`config.mk`:
```
export PLATFORM = sky130hd
export DESIGN_NAME = dual_cc_compare
export DESIGN_NICKNAME = d
export VERILOG_FILES = /design/src/rtl/dual_cc_compare_pkg.sv /design/src/rtl/dual_cc_compare_lane.sv /design/src/rtl/dual_cc_compare_flags.sv /design/src/rtl/dual_cc_compare_cond.sv /design/src/rtl/dual_cc_compare.sv
export SDC_FILE = /design/constraint.sdc
export NUM_CORES = 1
export LEC_CHECK = 0
export BUFFER_PORTS_ARGS = -buffer_cell sky130_fd_sc_hd__buf_2
export CAP_MARGIN = 20
export CORE_MARGIN = 2
export CORE_UTILIZATION = 43
export DETAILED_ROUTE_END_ITERATION = 10
export PLACE_DENSITY = 0.82
export SKIP_CTS_REPAIR_TIMING = 1
export SLEW_MARGIN = 20
export SYNTH_ARGS = -nofsm -noshare
export SYNTH_HDL_FRONTEND = slang
export SYNTH_SLANG_ARGS = --single-unit
```
`constraint.sdc`:
```
create_clock -name clk -period 2.67 [get_ports clk]
set_input_delay 0.1335 -clock clk [delete_from_list [all_inputs] [get_ports clk]]
set_output_delay 0.1335 -clock clk [all_outputs]
set_load 0.01 [all_outputs]
```
`src/rtl/dual_cc_compare_pkg.sv`:
```
package dual_cc_compare_pkg;

    localparam int FP_W     = 24;
    localparam int FP_EXP_W = 7;
    localparam int FP_MAN_W = 16;
    localparam int FP_MAG_W = FP_EXP_W + FP_MAN_W;
    localparam int OP_W     = 3;
    localparam int LANES    = 2;

    typedef logic [FP_W-1:0] fp_t;

    typedef enum logic [OP_W-1:0] {
        REL_EQ = 3'd0,
        REL_NE = 3'd1,
        REL_LT = 3'd2,
        REL_LE = 3'd3,
        REL_GT = 3'd4,
        REL_GE = 3'd5
    } rel_op_e;

    typedef enum logic [1:0] {
        CMB_ANY  = 2'd0,
        CMB_ALL  = 2'd1,
        CMB_XSEL = 2'd2,
        CMB_YSEL = 2'd3
    } comb_e;

    typedef struct packed {
        logic below;
        logic same;
    } order_t;

    typedef struct packed {
        logic load;
        logic value;
    } lane_res_t;

    function automatic order_t fp_order(input fp_t a, input fp_t b);
        order_t o;
        logic [FP_MAG_W-1:0] ma, mb;
        ma = a[FP_MAG_W-1:0];
        mb = b[FP_MAG_W-1:0];
        if (ma == '0 && mb == '0) begin
            o.below = 1'b0;
            o.same  = 1'b1;
        end else if (a[FP_W-1] != b[FP_W-1]) begin
            o.below = a[FP_W-1];
            o.same  = 1'b0;
        end else if (!a[FP_W-1]) begin
            o.below = (ma < mb);
            o.same  = (ma == mb);
        end else begin
            o.below = (ma > mb);
            o.same  = (ma == mb);
        end
        return o;
    endfunction

endpackage

```
`src/rtl/dual_cc_compare_lane.sv`:
```
module dual_cc_compare_lane
    import dual_cc_compare_pkg::*;
(
    input  fp_t               lhs,
    input  fp_t               rhs,
    input  logic [OP_W-1:0]   op,
    output lane_res_t         res
);
    order_t ord;

    always_comb begin
        ord       = fp_order(lhs, rhs);
        res.load  = 1'b1;
        res.value = 1'b0;
        case (op)
            REL_EQ:  res.value = ord.same;
            REL_NE:  res.value = !ord.same;
            REL_LT:  res.value = ord.below;
            REL_LE:  res.value = ord.below | ord.same;
            REL_GT:  res.value = !(ord.below | ord.same);
            REL_GE:  res.value = !ord.below;
            default: res.load  = 1'b0;
        endcase
    end
endmodule

```
`src/rtl/dual_cc_compare_flags.sv`:
```
module dual_cc_compare_flags
    import dual_cc_compare_pkg::*;
#(
    parameter int N = LANES
) (
    input  logic            clk,
    input  logic            rst,
    input  logic            prog_start,
    input  logic            cmp_en,
    input  lane_res_t       res [N],
    output logic [N-1:0]    flags
);
    for (genvar i = 0; i < N; i++) begin : g_flag
        always_ff @(posedge clk) begin
            if (rst || prog_start)
                flags[i] <= 1'b0;
            else if (cmp_en && res[i].load)
                flags[i] <= res[i].value;
        end
    end
endmodule

```
`src/rtl/dual_cc_compare_cond.sv`:
```
module dual_cc_compare_cond
    import dual_cc_compare_pkg::*;
(
    input  logic [1:0] flags,
    input  logic [1:0] refs,
    input  logic [1:0] mode,
    output logic       cond
);
    logic [1:0] hit;

    always_comb begin
        hit = ~(flags ^ refs);
        case (comb_e'(mode))
            CMB_ANY:  cond = hit[0] | hit[1];
            CMB_ALL:  cond = hit[0] & hit[1];
            CMB_XSEL: cond = hit[0];
            default:  cond = hit[1];
        endcase
    end
endmodule

```
`src/rtl/dual_cc_compare.sv`:
```
module dual_cc_compare
    import dual_cc_compare_pkg::*;
(
    input  logic        clk,
    input  logic        rst,
    input  logic        prog_start,
    input  logic        cmp_en,
    input  logic [23:0] src1_x,
    input  logic [23:0] src1_y,
    input  logic [23:0] src2_x,
    input  logic [23:0] src2_y,
    input  logic [2:0]  op_x,
    input  logic [2:0]  op_y,
    input  logic        ref_x,
    input  logic        ref_y,
    input  logic [1:0]  comb_mode,
    output logic        flag_x,
    output logic        flag_y,
    output logic        cond_true
);
    fp_t             lhs [LANES];
    fp_t             rhs [LANES];
    logic [OP_W-1:0] ops [LANES];
    lane_res_t       res [LANES];
    logic [LANES-1:0] flags;

    assign lhs[0] = src1_x;
    assign lhs[1] = src1_y;
    assign rhs[0] = src2_x;
    assign rhs[1] = src2_y;
    assign ops[0] = op_x;
    assign ops[1] = op_y;

    for (genvar i = 0; i < LANES; i++) begin : g_lane
        dual_cc_compare_lane u_lane (
            .lhs (lhs[i]),
            .rhs (rhs[i]),
            .op  (ops[i]),
            .res (res[i])
        );
    end

    dual_cc_compare_flags #(.N(LANES)) u_flags (
        .clk        (clk),
        .rst        (rst),
        .prog_start (prog_start),
        .cmp_en     (cmp_en),
        .res        (res),
        .flags      (flags)
    );

    dual_cc_compare_cond u_cond (
        .flags (flags),
        .refs  ({ref_y, ref_x}),
        .mode  (comb_mode),
        .cond  (cond_true)
    );

    assign flag_x = flags[0];
    assign flag_y = flags[1];
endmodule

```
---- Word-level counts from Yosys, hierarchy flattened ----
Cells that the tools add are included.
Widths: inputs -> output; s select.
word-level totals
  register bits after elaboration ......... 2
  output and inout bits ................... 3
operators by class
  $lt $le $gt $ge ......................... 4
  equal/unequal tests ..................... 16
  mux-type cells .......................... 11
  bitwise operators ....................... 6
  reductions and logical operators ........ 20
operators with widths
  kind                number
  $logic_not 23->1    4
  $eq 23x23->1        2
  $gt 23x23->1        2
  $lt 23x23->1        2
  $eq 3x2->1 const B  4
  $eq 3x3->1 const B  4
  $mux 2              6
  $pmux 1 s6          2
  $reduce_or 6->1     2
  $eq 3x1->1 const B  2
  $logic_not 1->1     6
  $logic_not 3->1     2
  $logic_and 1x1->1   4
  $or 1x1->1          3
  $pmux 1 s3          1
  $eq 2x1->1 const B  1
  $eq 2x2->1 const B  1
  $logic_not 2->1     1
  $mux 1              2
  $ne 1x1->1          2
  $not 2->2           1
  $xor 2x2->2         1
  $and 1x1->1         1
  $logic_or 1x1->1    1

---- Depth between registers and ports, before layout ----
Gate-level depths: netlist of run 1.
  depth after elaboration ................. 7
  mapped depth ............................ 9

---- Hierarchy ----
A second synthesis of run 1 with hierarchy kept.
unflattened totals
  cells, all modules ...................... 229
  area, all modules ....................... 1722.9 µm²
by module, submodules not included
  module                 times used  cells an instance  area each (µm²)  seq. area each (µm²)
  dual_cc_compare_lane   2           108                794.5            0.0
  dual_cc_compare_flags  1           8                  95.1             40.0
  dual_cc_compare_cond   1           5                  38.8             0.0

---- Worst setup path before layout of run 1 ----
No wires, ideal clock.
  kind .................................... input-to-reg
  from .................................... input port src2_y[10]
  to ...................................... register u_flags.flags[1]
  data arrival time ....................... 1796 ps
  required time ........................... 2551 ps
  slack ................................... 755 ps
  stages on the path ...................... 9
  cells stage by stage .................... inv_1 > ha_1 > a21oi_1 > o21ai_0 > a221oi_1 > o31ai_1 > a221o_1 > and2_2 > o221a_1
between the ends
  word-level cells in the longest chain between the ends .. 7
  elaborated cells between the ends (all ways) .. 13
RTL lines
  element                                     line                                                    source
  start, declared                             dual_cc_compare.sv:11                                   input logic [23:0] src2_y,
  $lt 23x23->1, or another cell as far along  dual_cc_compare_pkg.sv:50                               o.below = (ma < mb);
  $mux 2                                      dual_cc_compare_pkg.sv:49                               end else if (!a[FP_W-1]) begin
  $mux 2                                      dual_cc_compare_pkg.sv:46                               end else if (a[FP_W-1] != b[FP_W-1]) begin
  $mux 2 *                                    dual_cc_compare_pkg.sv:43                               if (ma == '0 && mb == '0) begin
  $or 1x1->1                                  dual_cc_compare_lane.sv:19, dual_cc_compare_lane.sv:20
  $logic_not 1->1                             dual_cc_compare_lane.sv:20                              REL_GT: res.value = !(ord.below | ord.same);
  $pmux 1 s6 *                                dual_cc_compare_lane.sv:15                              case (op)
  end signal, assigned by index               dual_cc_compare_flags.sv:18                             flags[i] <= res[i].value;
  end, declared                               dual_cc_compare_flags.sv:11                             output logic [N-1:0] flags
Mark *: on every way between the ends. The rest lies on a longest branch, timed or not.
A chain may end at the register's enable or synchronous reset.

---- Worst setup path after layout of run 1 ----
  from .................................... input port src1_y[8]
  to ...................................... register u_flags.flags[1]
between the ends
  word-level cells in the longest chain between the ends .. 7
  elaborated cells between the ends (all ways) .. 13
RTL lines
  element                                     line                                                    source
  start, declared                             dual_cc_compare.sv:9                                    input logic [23:0] src1_y,
  $lt 23x23->1, or another cell as far along  dual_cc_compare_pkg.sv:50
  $mux 2                                      dual_cc_compare_pkg.sv:49
  $mux 2                                      dual_cc_compare_pkg.sv:46
  $mux 2 *                                    dual_cc_compare_pkg.sv:43
  $or 1x1->1                                  dual_cc_compare_lane.sv:19, dual_cc_compare_lane.sv:20
  $logic_not 1->1                             dual_cc_compare_lane.sv:20
  $pmux 1 s6 *                                dual_cc_compare_lane.sv:15
Marked as above.

==> results.yml, run 1 <==
clocking:
  cts-root-buf: "clkbuf_8"
  cts_tree: "built"
  cts_buffers: 3
  clkLatencyLatePin_ns: 0.21
  htreeDepth: 1
  cts_buffer_depth: 2
  path_clk_slew_ns: 0.03
  clock-sinks: 2
global_routing:
  antenna_found_initial: 0
  grt_pass1_vias: 2004
  grt_overflow_total: 0
  track_usage_pct: 22.7
  grt_max_degree: 7
  grt_pass1_wl_mm: 8.00
timing:
  timing.hold.ws_ns: 0.198
  worstMarginPinSlew_ns: 0.394
  slew_headroom_pct: 73.5
  rsz0062_at_grt: "no"
  drv_slew: 0
  fmax_ghz: 0.503
  period_minus_slack_ns: 1.99
  setup_tns_ns: 0
  fin_crit_sh_pct: 74.5
  skew_ns: 0
  setup_violations: 0
  final_hold_viol_count: 0
synthesis:
  synth.distinct_cells: 35
  synthesis.nets: 394
  synthSimpleGateAreaFrac_pct: 27.7
  syn-cell-area_mm2: 0.00167
  synthFlopType: "dfxtp_1"
  avgSynthCellArea_um2: 7.00
  synthXorXnorAreaFrac_pct: 3.68
  netlist_top_cells_area: "ha_1 35%, inv_1 12%, nor4_1 8.3%"
  synth_top_family_by_area: "adder cells"
  synth_cells: 238
  synth_edf_count: 0
  synth_top_area_cell: "ha_1"
  synth.area.mux_share_pct: 0
  synth-warning-count: 0
  yosysSeqAreaShare_pct: 2.40
  async_reset_ff_share_pct: 0
  synth_top_area_share_pct: 34.5
  synthAdderAreaFrac_pct: 34.5
  synth_compound_area_share_pct: 19.5
  ys_ff_latch: 2
routing:
  routed_wl_mm: 4.95
  drt-initial-drc-count: 52
  drt.antenna.violating_nets: 0
  drt-wirelength-per-cell_um: 12.3
  via_per_inst: 5.35
  drc: 0
  dr.pass1.iters: 4
  vias: 2144
worst_setup_path:
  start_kind: "input port"
  worstSetupEndpointType: "flop"
  crit_chain: "buf_2, ha_1, a21oi_1, o21ai_0, a221oi_1, o31ai_1, a221o_1, and2_2, o221a_1"
  cpPeakStageDelay_ns: 0.37
  required_ns: 2.76
  arrival_ns: 2.08
  path_max_fanout: 2
  cp_slowest_cell: "a221o_1"
  crit_buf_inv: 1
  cp_top_family: "compound AO/OA/AOI/OAI gates"
  worstSetupPathType: "input port to flop"
cells_and_area:
  n_antenna_cell: 0
  top_regs: "u_flags.flags x2"
  largest_reg_flops: 2
  fin_area_mm2: 0.00233
  layout.nets: 511
  fillerInstances: 361
  area_delta_synth_final_pct: 39.7
  regMostFlops: "u_flags.flags"
  layout-drive-gt1-share_pct: 33.7
placed_design:
  place_congestion: 0.855
  hpwlAfterDp_mm: 4.62
  io_buffers: 112
  place_area_mm2: 0.00229
die:
  rows: 22
  die-area_mm2: 0.00439
  num_io_pins: 113
  core_area_mm2: 0.00369
  die_y_um: 66.3
  start_util_pct: 45.2
  die_w_um: 66.3
power:
  power_density_mw_per_mm2: 194
  vdd_drop_max_mv: 0.124
  power_leakage_nw: 1.36
worst_hold_path:
  hold_class: "input port to flop"
flow_run:
  max-cap-violations: 0
outcome:
  status: "completed"
[cells in the mapped netlist (4+ instances only)]
cell type and count:
inv_1 54, ha_1 46, nor4_1 22, a21oi_1 16, nand2_1 14, nand4_1 11
o21ai_0 10, nor2_1 8, a211oi_1 5, and4_1 5, nand3_1 5, nor3_1 5
a221oi_1 4, xor2_1 4
[per-stage QoR]
step	utilization [%]	total power, W	std cells	setup WS, ns
2_1_floorplan	-	0.000186	238	0.755
3_3_place_gp	62.0	0.000323	398	0.557
3_5_place_dp	62.0	0.000332	398	0.471
4_1_cts	63.1	0.000455	401	0.682
5_1_grt	63.1	0.000506	401	0.541
6_report	63.1	0.000451	401	0.681
[cell usage in the layout (no fill, tap or decap), types with 2 or more instances in the layout]
master	n
buf_2	112
inv_1	54
ha_1	46
nor4_1	22
a21oi_1	16
nand2_1	14
nand4_1	11
o21ai_0	10
nor2_1	8
and4_1	5
nand3_1	5
nor3_1	5
a211oi_1	5
xor2_1	4
a221oi_1	4
xnor2_1	3
clkbuf_8	3
o21bai_1	2
nand3b_1	2
o31ai_1	2
a21o_1	2
and3_1	2
dfxtp_1	2
[layer usage]
metal | track usage (%) | share of wire (%)
met1 | 27.3 | 45
met2 | 41.3 | 48
met3 | 2.56 | 5.2
met4 | 7.65 | 2.5
met5 | 0 | 0
[worst paths after layout]
check	start	end	slack (ns)	cells after the start
worst max-delay path	src1_y[8]	u_flags.flags[1]	0.68	9
worst min-delay path	rst	u_flags.flags[0]	0.20	3
worst max register to register	u_flags.flags[0]	u_flags.flags[0]	1.72	3
worst min register to register	u_flags.flags[0]	u_flags.flags[0]	0.62	3
[power breakdown]
group | internal (W) | switching (W)
sequential | 0.0000316 | 0.00000119
clock | 0.0000951 | 0.0000215
combinational | 0.000148 | 0.000153
[cells by family (layout without fill, tap and decap cells)]
logic type | Yosys count | in the layout
AO/OA/AOI/OAI | 49 | 49
XOR/XNOR | 7 | 7
adder cells (fa/ha/maj) | 46 | 46
buffers and inverters | 54 | 169
flip-flops | 2 | 2
AND/OR/NAND/NOR | 80 | 80
[final cells by class]
type / count / area (um^2) / share of cell area (%)
multi-input combinational: 182 / 1420 / 61.2
timing repair buffer: 112 / 561 / 24.1
inverter: 54 / 203 / 8.70
tap: 48 / 60.1 / 2.58
clock buffer: 3 / 41.3 / 1.77
sequential: 2 / 40.0 / 1.72
[worst register-to-register path: stages (launching register included)]
cell and delay [ns]:
dfxtp_1 0.35, a21oi_1 0.05, or3_1 0.30, a211oi_1 0.17
Note: power is estimated with default switching activity, not from simulation.
==> inputs of run 2 (changes only) <==
--- a/config.mk
+++ b/config.mk
@@ -5,12 +5,13 @@
 export SDC_FILE = /design/constraint.sdc
 export NUM_CORES = 1
 export LEC_CHECK = 0
+export ABC_AREA = 1
 export BUFFER_PORTS_ARGS = -buffer_cell sky130_fd_sc_hd__buf_2
 export CAP_MARGIN = 20
 export CORE_MARGIN = 2
-export CORE_UTILIZATION = 43
+export CORE_UTILIZATION = 48
 export DETAILED_ROUTE_END_ITERATION = 10
-export PLACE_DENSITY = 0.82
+export PLACE_DENSITY = 0.83
 export SKIP_CTS_REPAIR_TIMING = 1
 export SLEW_MARGIN = 20
 export SYNTH_ARGS = -nofsm -noshare
==> constraint.sdc (replaced) <==
create_clock -name clk -period 1.9 [get_ports clk]
set_input_delay 0.095 -clock clk [delete_from_list [all_inputs] [get_ports clk]]
set_output_delay 0.095 -clock clk [all_outputs]
set_load 0.01 [all_outputs]
==> run 2 against run 1 <==
Effect of this change:
- non-clock buffer count is the same
- flip-flop and latch count is the same
- critical path depth increased by 6
- cell count is 52% higher
- first-iteration DRC count grew 100%
- sequential share of layout area fell by 0.39 points
- worst hold slack got worse by 0.042 ns
- critical path type unchanged
==> results.yml, run 2 <==
outcome:
  status: "completed"
routing:
  vias: 2993
  drt-wirelength-per-cell_um: 10.4
  via_per_inst: 4.91
  drc: 0
  dr.pass1.iters: 4
  routed_wl_mm: 6.37
  drt.antenna.violating_nets: 0
  drt-initial-drc-count: 106
synthesis:
  synth_cells: 441
  ys_ff_latch: 2
  synth_edf_count: 0
  avgSynthCellArea_um2: 5.29
  yosysSeqAreaShare_pct: 1.72
  synth_top_area_share_pct: 24.7
  syn-cell-area_mm2: 0.00233
  synth.distinct_cells: 22
  async_reset_ff_share_pct: 0
  synth-warning-count: 0
  synth_most_common_cell: "nand2_1"
  netlist_top_cells_area: "ha_1 25%, nand2_1 19%, inv_1 18%"
  synth_common_cells: "115 x nand2_1, 114 x inv_1, 60 x nor2_1"
  synthFlopType: "dfxtp_1"
  synthesis.nets: 597
  synth_top_area_cell: "ha_1"
power:
  vdd_drop_max_mv: 0.147
  power_density_mw_per_mm2: 254
  power_leakage_nw: 1.94
clocking:
  clock-sinks: 2
  path_clk_slew_ns: 0.03
  htreeDepth: 1
  clkLatencyLatePin_ns: 0.22
  cts_buffer_depth: 2
  cts_buffers: 3
  cts-root-buf: "clkbuf_8"
  cts_tree: "built"
die:
  die_y_um: 73.7
  rows: 25
  core_area_mm2: 0.00469
  die-area_mm2: 0.00543
  die_w_um: 73.7
  num_io_pins: 113
  start_util_pct: 49.7
cells_and_area:
  final_common_cell: "nand2_1"
  area_delta_synth_final_pct: 28.7
  top_regs: "u_flags.flags x2"
  largest_reg_flops: 2
  layout_common_cells: "115 x nand2_1, 114 x inv_1, 112 x buf_2"
  stdcell_count: 610
  final_core_util_pct: 63.9
  n_antenna_cell: 0
  layout-drive-gt1-share_pct: 22.8
  regMostFlops: "u_flags.flags"
  fillerInstances: 486
  fin_area_mm2: 0.00300
  layout.nets: 714
worst_setup_path:
  crit_chain: "buf_2, inv_1, ha_1, nand2_2, inv_1, nand2_1, nand2_1, a21oi_1, nand3_2, a21oi_1, nand2_2, nand2_1, nand2_1, nor2_1, a21oi_1"
  worstSetupEndpointType: "flop"
  start_kind: "input port"
  arrival_ns: 1.64
  worstSetupPathType: "input port to flop"
  cpPeakStageDelay_ns: 0.26
  path_max_fanout: 4
  cpMostUsedCell: "nand2_1"
  cp_slowest_cell: "ha_1"
  required_ns: 2.00
placed_design:
  dp.cells: 607
  place_area_mm2: 0.00296
  place_congestion: 0.900
  hpwlAfterDp_mm: 5.78
  io_buffers: 112
global_routing:
  antenna_found_initial: 0
  track_usage_pct: 23.8
  grt_pass1_vias: 2905
  grt_overflow_total: 0
  grt_pass1_wl_mm: 10.7
  grt_max_degree: 6
timing:
  period_minus_slack_ns: 1.54
  skew_ns: 0
  fmax_ghz: 0.650
  slew_headroom_pct: 85.4
  drv_slew: 0
  rsz0062_at_grt: "no"
  worstMarginPinSlew_ns: 0.217
  final_hold_viol_count: 0
  setup_tns_ns: 0
  setup_violations: 0
  fin_crit_sh_pct: 81.0
worst_hold_path:
  hold_class: "input port to flop"
flow_run:
  max-cap-violations: 0
==> run 2: changes by cell type after synthesis, sizes merged, moves of 4 or more <==
cell	change
nor4	-23
inv	+62
a211oi	-5
nand4	+18
nand3	+20
nor2	+54
a21oi	+4
a221oi	-5
and4	-5
nand2	+105
o21ai	-7
==> run 2: report_power, final <==
| part | switching [W] | internal, W |
|---|---|---|
| registers | 0.00000172 | 0.0000444 |
| clock network | 0.0000385 | 0.000134 |
| logic | 0.000308 | 0.000235 |
| total | 0.000348 | 0.000414 |
==> run 2: final timing paths <==
check	start	endpoint	slack, ns	cells after the start
worst max-delay path	src2_y[22]	u_flags.flags[1]	0.36	15
worst min register to register	u_flags.flags[1]	u_flags.flags[1]	0.58	2
worst max register to register	u_flags.flags[0]	u_flags.flags[0]	1.21	2
worst min-delay path	rst	u_flags.flags[1]	0.16	4
==> run 2: logic make-up after synthesis <==
group	count (synthesis)	synth area share, %
fa+ha+maj	46	24.7
buf+inv	116	18.7
compound gates	25	5.58
simple gates	248	47.8
flops	2	1.72
xor+xnor	4	1.50
==> run 2: per-layer routing <==
metal | global-route usage, % | up-vias | routed length (um)
met5 | 0 | - | 0
met4 | 5.86 | 0 | 71
met3 | 2.74 | 9 | 361
met2 | 49.5 | 99 | 3300
met1 | 24.3 | 1275 | 2640
li1 | - | 1610 | -
==> run 2: worst max-delay path, delay by kind of cell <==
kind	cells	cell delay, ns
AOI/OAI and AO/OA	3	0.42
buffers and inverters	3	0.23
adders and majority gates	1	0.26
and+or+nand+nor	8	0.62
==> run 2: cell type report <==
cell class	count	area, um^2	area share [%]
sequential	2	40.0	1.33
multi-input combinational	323	1860	61.8
clock buffer	3	41.3	1.38
timing repair buffer	112	561	18.7
inverter	116	435	14.5
tap	54	67.6	2.25
==> run 2: metrics by stage <==
stage	setup WS [ns]	hold WS [ns]	total power, W
floorplan	0.461	0.263	0.000375
global placement	0.213	0.371	0.000569
CTS	0.370	0.153	0.000765
finish	0.361	0.156	0.000762
detailed placement	0.152	0.374	0.000586
global route	0.181	0.186	0.000855
